==> src/rtl/lvt_timer_pkg.sv <==
package lvt_timer_pkg;

  typedef struct packed {
    logic [13:0] rsv_hi;
    logic        periodic;
    logic        masked;
    logic        trig_level;
    logic        remote_req;
    logic        pol_low;
    logic        busy;
    logic        rsv11;
    logic [2:0]  mode;
    logic [7:0]  vector;
  } lvt_entry_t;

  localparam logic [31:0] ENTRY_RW_MASK = 32'h0003_F7FF;
  localparam logic        SEL_ENTRY     = 1'b0;
  localparam logic        SEL_INIT      = 1'b1;

endpackage

==> src/rtl/lvt_regs.sv <==
module lvt_regs
  import lvt_timer_pkg::*;
#(
  parameter int CNT_W = 32
) (
  input  logic             clk,
  input  logic             rst,
  input  logic             wr_en,
  input  logic             wr_sel,
  input  logic [31:0]      wr_data,
  input  logic             rd_sel,
  output logic [31:0]      rd_data,
  output lvt_entry_t       entry_o,
  output logic [CNT_W-1:0] init_o,
  output logic             load_o,
  output logic [CNT_W-1:0] load_val_o
);

  lvt_entry_t       entry_q;
  logic [CNT_W-1:0] init_q;

  assign load_o     = wr_en && (wr_sel == SEL_INIT);
  assign load_val_o = wr_data[CNT_W-1:0];
  assign entry_o    = entry_q;
  assign init_o     = init_q;

  always_ff @(posedge clk) begin
    if (rst) begin
      entry_q <= '0;
      init_q  <= '0;
    end else if (wr_en) begin
      if (wr_sel == SEL_ENTRY) entry_q <= lvt_entry_t'(wr_data & ENTRY_RW_MASK);
      else                     init_q  <= wr_data[CNT_W-1:0];
    end
  end

  always_ff @(posedge clk) begin
    if (rst)                     rd_data <= '0;
    else if (rd_sel == SEL_INIT) rd_data <= 32'(init_q);
    else                         rd_data <= entry_q;
  end

  // Reserved entry bits never appear on the read port
  assert_reserved_zero_R2: assert property (@(posedge clk) disable iff (rst)
    (rd_sel == SEL_ENTRY) |=> (rd_data[31:18] == '0 && rd_data[11] == 1'b0));

endmodule

==> src/rtl/lvt_counter.sv <==
module lvt_counter #(
  parameter int CNT_W = 32
) (
  input  logic             clk,
  input  logic             rst,
  input  logic             load,
  input  logic [CNT_W-1:0] load_val,
  input  logic [CNT_W-1:0] reload_val,
  input  logic             periodic,
  output logic [CNT_W-1:0] count_o,
  output logic             running_o,
  output logic             expire_o
);

  localparam logic [CNT_W-1:0] ONE = CNT_W'(1);

  logic [CNT_W-1:0] count_q;
  logic             running_q;

  assign expire_o  = running_q && (count_q == ONE) && !load;
  assign count_o   = count_q;
  assign running_o = running_q;

  always_ff @(posedge clk) begin
    if (rst) begin
      count_q   <= '0;
      running_q <= 1'b0;
    end else if (load) begin
      count_q   <= load_val;
      running_q <= (load_val != '0);
    end else if (expire_o) begin
      if (periodic) begin
        count_q   <= reload_val;
        running_q <= (reload_val != '0);
      end else begin
        count_q   <= '0;
        running_q <= 1'b0;
      end
    end else if (running_q) begin
      count_q <= count_q - ONE;
    end
  end

  assert_decrement_R3: assert property (@(posedge clk) disable iff (rst)
    (running_q && !load && count_q > ONE) |=> (count_q == $past(count_q) - ONE));

  assert_reload_R7: assert property (@(posedge clk) disable iff (rst)
    (expire_o && periodic) |=> (count_q == $past(reload_val) && running_q));

  assert_oneshot_stop_R8: assert property (@(posedge clk) disable iff (rst)
    (expire_o && !periodic) |=> (!running_q && count_q == '0));

  assert_zero_load_idle_R9: assert property (@(posedge clk) disable iff (rst)
    (load && load_val == '0) |=> !running_q);

endmodule

==> src/rtl/lvt_irq_gen.sv <==
module lvt_irq_gen (
  input  logic       clk,
  input  logic       rst,
  input  logic       expire,
  input  logic       masked,
  input  logic [7:0] vector,
  input  logic [2:0] mode,
  input  logic       trig_level,
  output logic       irq_valid,
  output logic [7:0] irq_vector,
  output logic [2:0] irq_mode,
  output logic       irq_level
);

  logic fire;
  assign fire = expire && !masked;

  always_ff @(posedge clk) begin
    if (rst) begin
      irq_valid  <= 1'b0;
      irq_vector <= '0;
      irq_mode   <= '0;
      irq_level  <= 1'b0;
    end else begin
      irq_valid <= fire;
      if (fire) begin
        irq_vector <= vector;
        irq_mode   <= mode;
        irq_level  <= trig_level;
      end
    end
  end

  assert_masked_quiet_R6: assert property (@(posedge clk) disable iff (rst)
    (expire && masked) |=> !irq_valid);

  assert_payload_R5: assert property (@(posedge clk) disable iff (rst)
    irq_valid |-> (irq_vector == $past(vector) && irq_mode == $past(mode)
                   && irq_level == $past(trig_level)));

endmodule

==> src/rtl/lvt_timer.sv <==
module lvt_timer
  import lvt_timer_pkg::*;
#(
  parameter int CNT_W = 32
) (
  input  logic             clk,
  input  logic             rst,
  input  logic             wr_en,
  input  logic             wr_sel,
  input  logic [31:0]      wr_data,
  input  logic             rd_sel,
  output logic [31:0]      rd_data,
  output logic [CNT_W-1:0] cur_count,
  output logic             running,
  output logic             irq_valid,
  output logic [7:0]       irq_vector,
  output logic [2:0]       irq_mode,
  output logic             irq_level
);

  lvt_entry_t       entry;
  logic [CNT_W-1:0] init_val;
  logic             load;
  logic [CNT_W-1:0] load_val;
  logic             expire;

  lvt_regs #(.CNT_W(CNT_W)) u_regs (
    .clk(clk), .rst(rst), .wr_en(wr_en), .wr_sel(wr_sel), .wr_data(wr_data),
    .rd_sel(rd_sel), .rd_data(rd_data), .entry_o(entry), .init_o(init_val),
    .load_o(load), .load_val_o(load_val)
  );

  lvt_counter #(.CNT_W(CNT_W)) u_counter (
    .clk(clk), .rst(rst), .load(load), .load_val(load_val),
    .reload_val(init_val), .periodic(entry.periodic),
    .count_o(cur_count), .running_o(running), .expire_o(expire)
  );

  lvt_irq_gen u_irq (
    .clk(clk), .rst(rst), .expire(expire), .masked(entry.masked),
    .vector(entry.vector), .mode(entry.mode), .trig_level(entry.trig_level),
    .irq_valid(irq_valid), .irq_vector(irq_vector), .irq_mode(irq_mode),
    .irq_level(irq_level)
  );

  // A request only follows an edge on which the timer was counting
  assert_irq_needs_run_R4: assert property (@(posedge clk) disable iff (rst)
    irq_valid |-> $past(running));

  assert_load_restart_R10: assert property (@(posedge clk) disable iff (rst)
    (load && load_val != '0) |=> (running && cur_count == $past(load_val) && !irq_valid));

endmodule

==> config.mk <==
export PLATFORM = sky130hd
export DESIGN_NAME = lvt_timer
export DESIGN_NICKNAME = d
export VERILOG_FILES = /design/src/rtl/lvt_timer_pkg.sv /design/src/rtl/lvt_regs.sv /design/src/rtl/lvt_counter.sv /design/src/rtl/lvt_irq_gen.sv /design/src/rtl/lvt_timer.sv
export SDC_FILE = /design/constraint.sdc
export NUM_CORES = 1
export LEC_CHECK = 0
export ABC_AREA = 0
export ABC_CLOCK_PERIOD_IN_PS = 3680
export BUFFER_PORTS_ARGS = -buffer_cell sky130_fd_sc_hd__buf_4
export CELL_PAD_IN_SITES_DETAIL_PLACEMENT = 1
export CELL_PAD_IN_SITES_GLOBAL_PLACEMENT = 1
export CORE_MARGIN = 2
export CORE_UTILIZATION = 43
export CTS_CLUSTER_SIZE = 25
export DETAILED_ROUTE_END_ITERATION = 10
export PLACE_DENSITY_LB_ADDON = 0.1
export SYNTH_ARGS = -nofsm -noshare
export SYNTH_HDL_FRONTEND = slang
export SYNTH_SLANG_ARGS = --single-unit
export TNS_END_PERCENT = 10
==> constraint.sdc <==
create_clock -name clk -period 3.68 [get_ports clk]
set_input_delay 0.736 -clock clk [delete_from_list [all_inputs] [get_ports clk]]
set_output_delay 0.736 -clock clk [all_outputs]
set_load 0.03 [all_outputs]
Word-level counts from Yosys, hierarchy flattened
Cells that the tools add are included.
Word-level totals
  word-level logic and storage cells: 42
  output and inout port bits: 78
  input port bits: 37
  bits in registers: 127
Operators by class
  reductions and logical operators: 13
  mux-type cells: 8
  bitwise gates (word level): 2
  equality and inequality tests: 1
  $add $sub $neg: 1
Operators by type and width (number)
  $mux 32: 4
  $reduce_bool 32->1: 2
  $eq 32x1->1 const B: 1
  $sub 32x1->32 const B: 1
  $mux 18: 1
  $logic_and 1x1->1: 4
  $reduce_and 2->1: 2
  $mux 1: 3
  $reduce_bool 3->1: 1
  $logic_not 1->1: 2
  $not 1->1: 2
  $reduce_bool 2->1: 1
  $reduce_or 2->1: 1

Longest topological paths before layout
Gate-level depths: netlist of run 1.
  word-level depth: 5
  gate-level depth with buffers: 10
  mapped depth without buffers: 8

By module
Synthesis of run 1 repeated with hierarchy kept, for this count alone.
Unflattened totals
  cells, all modules: 752
  area total of the unflattened synthesis: 6623.9 µm²
By module, submodules not included
  lvt_regs: cells an instance 334, area each 3410.8 µm², sequential area each 1621.6 µm², instances 1
  lvt_counter: cells an instance 362, area each 2616.3 µm², sequential area each 660.6 µm², instances 1
  lvt_irq_gen: cells an instance 56, area each 596.8 µm², sequential area each 260.2 µm², instances 1

Least setup slack after synthesis of run 1
OpenSTA, ideal clock, no wires.
  path type: flip-flop to flip-flop
  start: register u_counter.count_q[8], in the netlist u_counter.count_o[8]
  end: register u_counter.count_q[21], in the netlist u_counter.count_o[21]
  arrival time: 2134 ps
  slack: 1412 ps
  required time: 3546 ps
  buffers on the path: 0
  stages on the path, launching flop included: 7
  clock period less this slack: 2268 ps
  setup time: 134 ps
  cell sequence: dfxtp_1 -> or4_4 -> nor4_4 -> nand2_2 -> or4_1 -> mux2i_1 -> o22ai_1
Between the ends
  word-level cells in the longest chain between the ends: 5
  elaborated cells on any way between the ends: 8
  classes of those cells: add/sub: 1; eq/ne: 1; mux: 3; reduce/logical: 3
RTL lines
  start: declaration: RTL line lvt_counter.sv:17  | logic [CNT_W-1:0] count_q;
  start signal: assignment: RTL line lvt_counter.sv:29  | count_q <= load_val;
  start signal: assignment: RTL line lvt_counter.sv:33  | count_q <= reload_val;
  start signal: assignment: RTL line lvt_counter.sv:40  | count_q <= count_q - ONE;
  parallel branches: the longest is 5 deep, another holds $sub 32x1->32
Parallel ways; which one is timed is not known. The select of a mux whose other input is x is not followed.
A chain may end at the register's enable or synchronous reset.

Worst setup path in the final report of run 1
  start: register u_counter.count_q[9], in the netlist u_counter.count_o[9]
  end: register u_counter.count_q[29], in the netlist u_counter.count_o[29]
The elaborated chain is that of the path after synthesis.

==> results.tsv, run 1 <==
metric	value	unit
Seq/Total Area, Yosys	44.39	%
number of nets in the layout	850	
Initial Utilization	43.60	%
crit path launch type	flip-flop	
Tightest Pin Transition	0.9632	ns
Routed WL per cell	21.65	um
Most used DFF post-synth	dfxtp_1	
Diodes inserted	0	
dpl cells	968	
crit path max fanout	12	
Final setup viols	0	
Layout Cells excl Fill	998	
flop2flop setup slack	0.64	ns
vias in the first global route	6135	
via count	5931	
Worst Clk Skew	0.008487	ns
CP required	3.99	ns
Max-Cap Viols	0	
fin crit share	82.65	%
Hold Startpoint	u_irq.irq_vector[1]	
leading cell type in the layout, fill and taps excluded	nand2_1	
unique cell type count in the Yosys netlist	59	
setup TNS	0	ns
Setup Buffers After CTS	0	
post-route ant nets	0	
worst hold stages	2	
Fin. Hold Viols	0	
Power Density	520.3	nW/um^2
pin count of the biggest net entering global routing	55	
Worst Setup SP	u_counter.count_o[9]	
1st-pass router iterations	6	
reg2reg path depth	7	
Crit path arrival time	3.35	ns
CTS tree	built	
Clock Latency Late Sink	0.42	ns
DP Wirelength	15630	um
die width	119.4	um
post-synthesis cell count	709	
Hold EP	u_irq.irq_vector[1]	
I/O pin count	115	
crit path time final	3.042	ns
mapped cell area	5728	um^2
R2R Path Start	u_counter.count_o[9]	
core area	13140	um^2
CTS buffer count	17	
die area	14260	um^2
clk buf depth	2	
RSZ-0062 raised after global routing	false	
Clock transition at path regs	0.05	ns
post-synthesis async set-or-reset flop share	0	%
vias per std cell	5.943	
RR Endpoint	u_counter.count_o[29]	
Post-synth EDFFs	0	
num rows	42	
share of layout cells above drive strength 1	21.29	%
TritonCTS Sinks	127	
Slew headroom	35.40	%
min-delay worst type	reg -> reg	
fmax	328.8	MHz
VDD IR max	313.5	uV
max-slew violations	0	
Setup crit end kind	flip-flop	
Die Ht	119.4	um
outcome	complete, no violations	
Yosys warnings	0	
leak pwr	2.841	nW
routability cong.	0.9312	
initial antenna violation count	0	
hold buffers post-CTS	0	
CTS Root Cell	clkbuf_16	
Port Buf Inserts	114	
H-Tree Depth	4	
Synthesized Nets	748	
final wirelength	21610	um
Area growth syn-to-layout	27.17	%
commonest cells after routing, fill and taps aside	nand2_1, buf_4, dfxtp_1, a21oi_1, nor2_1	
first-pass GRT wire length	34050	um
post-cts sizing count	0	
grt ovf	0	
DRC violations left	0	
syn_area_per_cell	8.079	um^2
DRT iter0 DRCs	420	
GRT Overall Usage	30.98	%
Yosys reg bits	127	
Worst Setup Path Type	reg -> reg	
-- worst max-delay path: stages (launching register included) --
cell and delay, ns:
dfxtp_1 0.38, nor4_1 0.48, nand3_1 0.14, buf_4 0.21, nor4_2 0.56, and3_1 0.62
a221oi_1 0.21, a2111oi_2 0.32
-- kinds of logic after synthesis --
group / Yosys count / share of synthesized area, %
AO/OA/AOI/OAI: 178 / 19.48
XOR/XNOR: 5 / 0.7645
adder cells (fa/ha/maj): 2 / 0.4368
buffers and inverters: 50 / 3.626
flip-flops: 127 / 44.39
multiplexers: 23 / 4.019
AND/OR/NAND/NOR: 324 / 27.28
-- sequential cells by signal (all words and copies together), names as in the netlist --
signal               count
u_irq.irq_valid          1
u_irq.irq_level          1
u_regs.rd_data          32
u_counter.running_o      1
u_irq.irq_mode           3
u_regs.entry_o          17
u_irq.irq_vector         8
u_counter.count_o       32
u_regs.init_o           32
-- how the worst max path moves through the flow --
stage                                        to  slack [ns]  depth (start not counted)
after floorplan           u_counter.count_o[21]        1.41                          6
after global placement    u_counter.count_o[29]        0.86                          7
after detailed placement  u_counter.count_o[29]        0.72                          7
after CTS                 u_counter.count_o[29]        0.70                          7
after global routing      u_counter.count_o[23]        0.35                          7
final                     u_counter.count_o[29]        0.64                          7
-- metal layers --
metal	vias to the layer above	track usage, %	wire (um)
li1	2771	-	-
met2	206	51.08	10470
met3	52	5.220	1049
met4	0	17.57	1049
met5	-	0	0
met1	2902	38.33	9042
-- per-stage QoR --
step                      worst slack [ns]  power (mW)  hold WS, ns  cell area (um^2)  utilization [%]
after floorplan                      1.412       1.944       0.4357              5728                -
after global placement              0.8561       2.184       0.4422              6728            51.21
after detailed placement            0.7182       2.207       0.4455              6728            51.21
after CTS                           0.6974       3.796       0.4620              7284            55.45
after global routing                0.3534       3.923       0.4822              7284            55.45
final                               0.6385       3.790       0.4597              7284            55.45
-- synth_stat cells, types with 6 or more instances --
| cell | instances | area, um^2 |
|---|---|---|
| nor2_1 | 59 | 221.5 |
| nand3_1 | 11 | 55.05 |
| and2_1 | 18 | 112.6 |
| buf_1 | 6 | 22.52 |
| nand4_1 | 8 | 50.05 |
| clkbuf_1 | 33 | 123.9 |
| nor4_1 | 29 | 181.4 |
| a31oi_1 | 9 | 56.30 |
| a211oi_1 | 10 | 75.07 |
| dfxtp_1 | 127 | 2542 |
| nor3_1 | 20 | 100.1 |
| nand2_1 | 144 | 540.5 |
| a21oi_1 | 87 | 435.4 |
| o21ai_0 | 15 | 75.07 |
| or3_1 | 6 | 37.54 |
| mux2i_1 | 23 | 230.2 |
-- final cells by class --
type	count	area, um^2
Fill cell	1623	5853
Multi-Input combinational cell	532	2982
Sequential cell	127	2542
Timing Repair Buffer	129	968.4
Clock buffer	21	470.5
Tap cell	176	220.2
Clock inverter	9	86.33
Inverter	4	15.01
-- report_power, final --
part / total, mW / switching (mW) / internal, mW
registers: 1.55 / 0.104 / 1.44
clock network: 1.60 / 0.623 / 0.974
logic: 0.645 / 0.412 / 0.233
No activity file was read; power rests on OpenSTA's default activity.
==> run 2, diff against run 1 <==
--- a/config.mk
+++ b/config.mk
@@ -5,13 +5,13 @@
 export SDC_FILE = /design/constraint.sdc
 export NUM_CORES = 1
 export LEC_CHECK = 0
-export ABC_AREA = 0
-export ABC_CLOCK_PERIOD_IN_PS = 3680
+export ABC_AREA = 1
+export ABC_CLOCK_PERIOD_IN_PS = 2700
 export BUFFER_PORTS_ARGS = -buffer_cell sky130_fd_sc_hd__buf_4
 export CELL_PAD_IN_SITES_DETAIL_PLACEMENT = 1
 export CELL_PAD_IN_SITES_GLOBAL_PLACEMENT = 1
 export CORE_MARGIN = 2
-export CORE_UTILIZATION = 43
+export CORE_UTILIZATION = 35
 export CTS_CLUSTER_SIZE = 25
 export DETAILED_ROUTE_END_ITERATION = 10
 export PLACE_DENSITY_LB_ADDON = 0.1
==> constraint.sdc (replaced) <==
create_clock -name clk -period 2.7 [get_ports clk]
set_input_delay 0.54 -clock clk [delete_from_list [all_inputs] [get_ports clk]]
set_output_delay 0.54 -clock clk [all_outputs]
set_load 0.03 [all_outputs]
==> results.tsv, run 2 <==
metric	value	unit	change
outcome	complete, no violations		
min-delay worst type	in -> reg		
fill cell count	2304		+42%
number of nets in the layout	1103		+30%
grt met3 use	4.064	%	-1.2 points
Routed WL per cell	16.28	um	-25%
post-synth top area share	41.56	%	-2.8 points
Worst Clk Skew	0.006034	ns	-0.002453 ns
DP Wirelength	15980	um	+2.3%
crit path max fanout	16		+4
crit path time final	2.038	ns	-1.004 ns
I/O pin count	115		unchanged
Fin. Hold Viols	0		unchanged
num rows	48		+14%
max-slew violations	0		unchanged
share of layout cells above drive strength 1	17.01	%	-4.3 points
DRT iter0 DRCs	332		-21%
post-synthesis async set-or-reset flop share	0	%	unchanged
Port Buf Inserts	114		unchanged
DRC violations left	0		unchanged
Setup Buffers After CTS	0		unchanged
fmax	490.7	MHz	+49%
fin crit share	75.48	%	-7.2 points
Seq/Total Area, Yosys	41.56	%	-2.8 points
Slew headroom	60.49	%	+25 points
Setup crit end kind	flip-flop		
Synth area leader	dfxtp_1		
Tightest Pin Transition	0.5920	ns	-0.3711 ns
GRT Overall Usage	23.68	%	-7.3 points
synth cell count leaders	nor2_1, nand2_1, dfxtp_1, a21oi_1, inv_1		
Tot Pwr	5.627	mW	+48%
vias in the first global route	6220		+1.4%
post-route ant nets	0		unchanged
area occupied by multi-input gates	3042	um^2	+2.0%
core area	17180	um^2	+31%
CP required	3.05	ns	-0.94 ns
Final setup viols	0		unchanged
Max-Cap Viols	0		unchanged
leak pwr	3.541	nW	+25%
Area growth syn-to-layout	28.72	%	
unique cell type count in the Yosys netlist	26		-56%
Yosys warnings	0		unchanged
met2 usage	37.77	%	-13 points
Power Density	714.6	nW/um^2	+37%
CTS Root Cell	clkbuf_16		
count leader, synth	nor2_1		
commonest cells after routing, fill and taps aside	nor2_1, nand2_1, buf_4, dfxtp_1, a21oi_1		
CTS buffer count	17		unchanged
Die Ht	136.2	um	+14%
mapped cell area	6117	um^2	+6.8%
Most used DFF post-synth	dfxtp_1		
pin count of the biggest net entering global routing	66		+20%
post-synthesis cell count	948		+34%
first-pass GRT wire length	33770	um	-0.83%
Yosys reg bits	127		unchanged
crit path launch type	flip-flop		
H-Tree Depth	4		unchanged
die area	18550	um^2	+30%
met1 usage	33.34	%	-5.0 points
Crit path arrival time	2.38	ns	-0.97 ns
FF+latch area	2542	um^2	unchanged
1st-pass router iterations	4		-2
leading cell type in the layout, fill and taps excluded	nor2_1		
TritonCTS Sinks	127		unchanged
syn_area_per_cell	6.453	um^2	-20%
final setup margin	0.6621	ns	+0.02366 ns
clk buf depth	2		unchanged
hold buffers post-CTS	0		unchanged
GR peak layer	met2		
Post-synth EDFFs	0		unchanged
final wirelength	21190	um	-2.0%
Clock transition at path regs	0.06	ns	about the same
Worst Setup Path Type	reg -> reg		
Initial Utilization	35.61	%	-8.0 points
Clock Latency Late Sink	0.42	ns	about the same
top cells by area, synth	dfxtp_1, nor2_1, nand2_1		
routability cong.	0.8278		-11%
grt ovf	0		unchanged
Diodes inserted	0		unchanged
Synthesized Nets	987		+32%
VDD IR max	446.1	uV	+42%
post-cts sizing count	0		unchanged
DP Worst Slack	0.6334	ns	-0.08482 ns
via count	6290		+6.1%
vias per std cell	4.835		-19%
initial antenna violation count	0		unchanged
die width	136.2	um	+14%
setup TNS	0	ns	unchanged
CTS tree	built		
RSZ-0062 raised after global routing	false		
[run 2: cell types whose count changed in the layout (fill, tap and decap cells not counted), moves of 16 or more]
cell,previous run,this run
nor2_1,59,223
inv_1,4,87
nand2_1,143,219
o21ai_0,15,75
nor4_1,29,0
mux2i_1,23,0
nor3_1,20,2
and2_1,17,1
[run 2: worst max-delay path: stages (launching register included)]
cell	delay, ns
dfxtp_1	0.32
inv_1	0.11
ha_1	0.18
inv_1	0.04
nor2_1	0.08
nand2_1	0.06
nor2_1	0.08
nand3_1	0.13
nor2_4	0.41
buf_4	0.26
a21oi_1	0.12
a21oi_1	0.16
[run 2: per-stage QoR]
step	hold slack (ns)	instance area, um^2	instances	utilization (%)
final	0.3759	7874	1301	45.84
after global routing	0.3839	7874	1301	45.84
after CTS	0.3636	7874	1301	45.84
after detailed placement	0.4480	7256	1270	42.24
after global placement	0.4477	7256	1270	42.24
after floorplan	0.4220	6117	948	-
[run 2: layout make-up]
type | instances | area share, %
well taps | 225 | 3.575
multi-input cells | 690 | 38.63
inverters | 89 | 4.243
clock buffers | 18 | 5.451
repair buffers | 139 | 13.41
clock inverters | 13 | 2.399
flip-flops and latches | 127 | 32.29
[run 2: worst paths after layout]
kind | startpoint | endpoint | slack (ns) | cells past startpoint
max | u_counter.count_o[1] | u_counter.count_o[29] | 0.66 | 11
min | wr_data[14] | u_regs.entry_o[14] | 0.38 | 3
max reg2reg | u_counter.count_o[1] | u_counter.count_o[29] | 0.66 | 11
min reg2reg | u_regs.init_o[25] | u_regs.rd_data[25] | 0.46 | 2
[run 2: report_power, final]
group	total, mW	switching [mW]	internal [mW]
Clock	2.41	0.869	1.54
Combinational	1.14	0.758	0.383
Sequential	2.07	0.0918	1.98
Total	5.63	1.72	3.91
[run 2: cells by family after synthesis]
family | Yosys count | synth area share [%]
buffers and inverters | 131 | 8.713
adders and majority gates | 2 | 0.4090
AOI/OAI and AO/OA | 183 | 15.18
and+or+nand+nor | 490 | 31.99
xor gates and xnor gates | 15 | 2.148
DFF | 127 | 41.56
[run 2: routing by layer]
metal  vias up  part of all wire, %
met2       109                   46
met3        12                  4.1
met1      2952                   49
li1       3217                    -
met5         -                    0
met4         0                 0.79
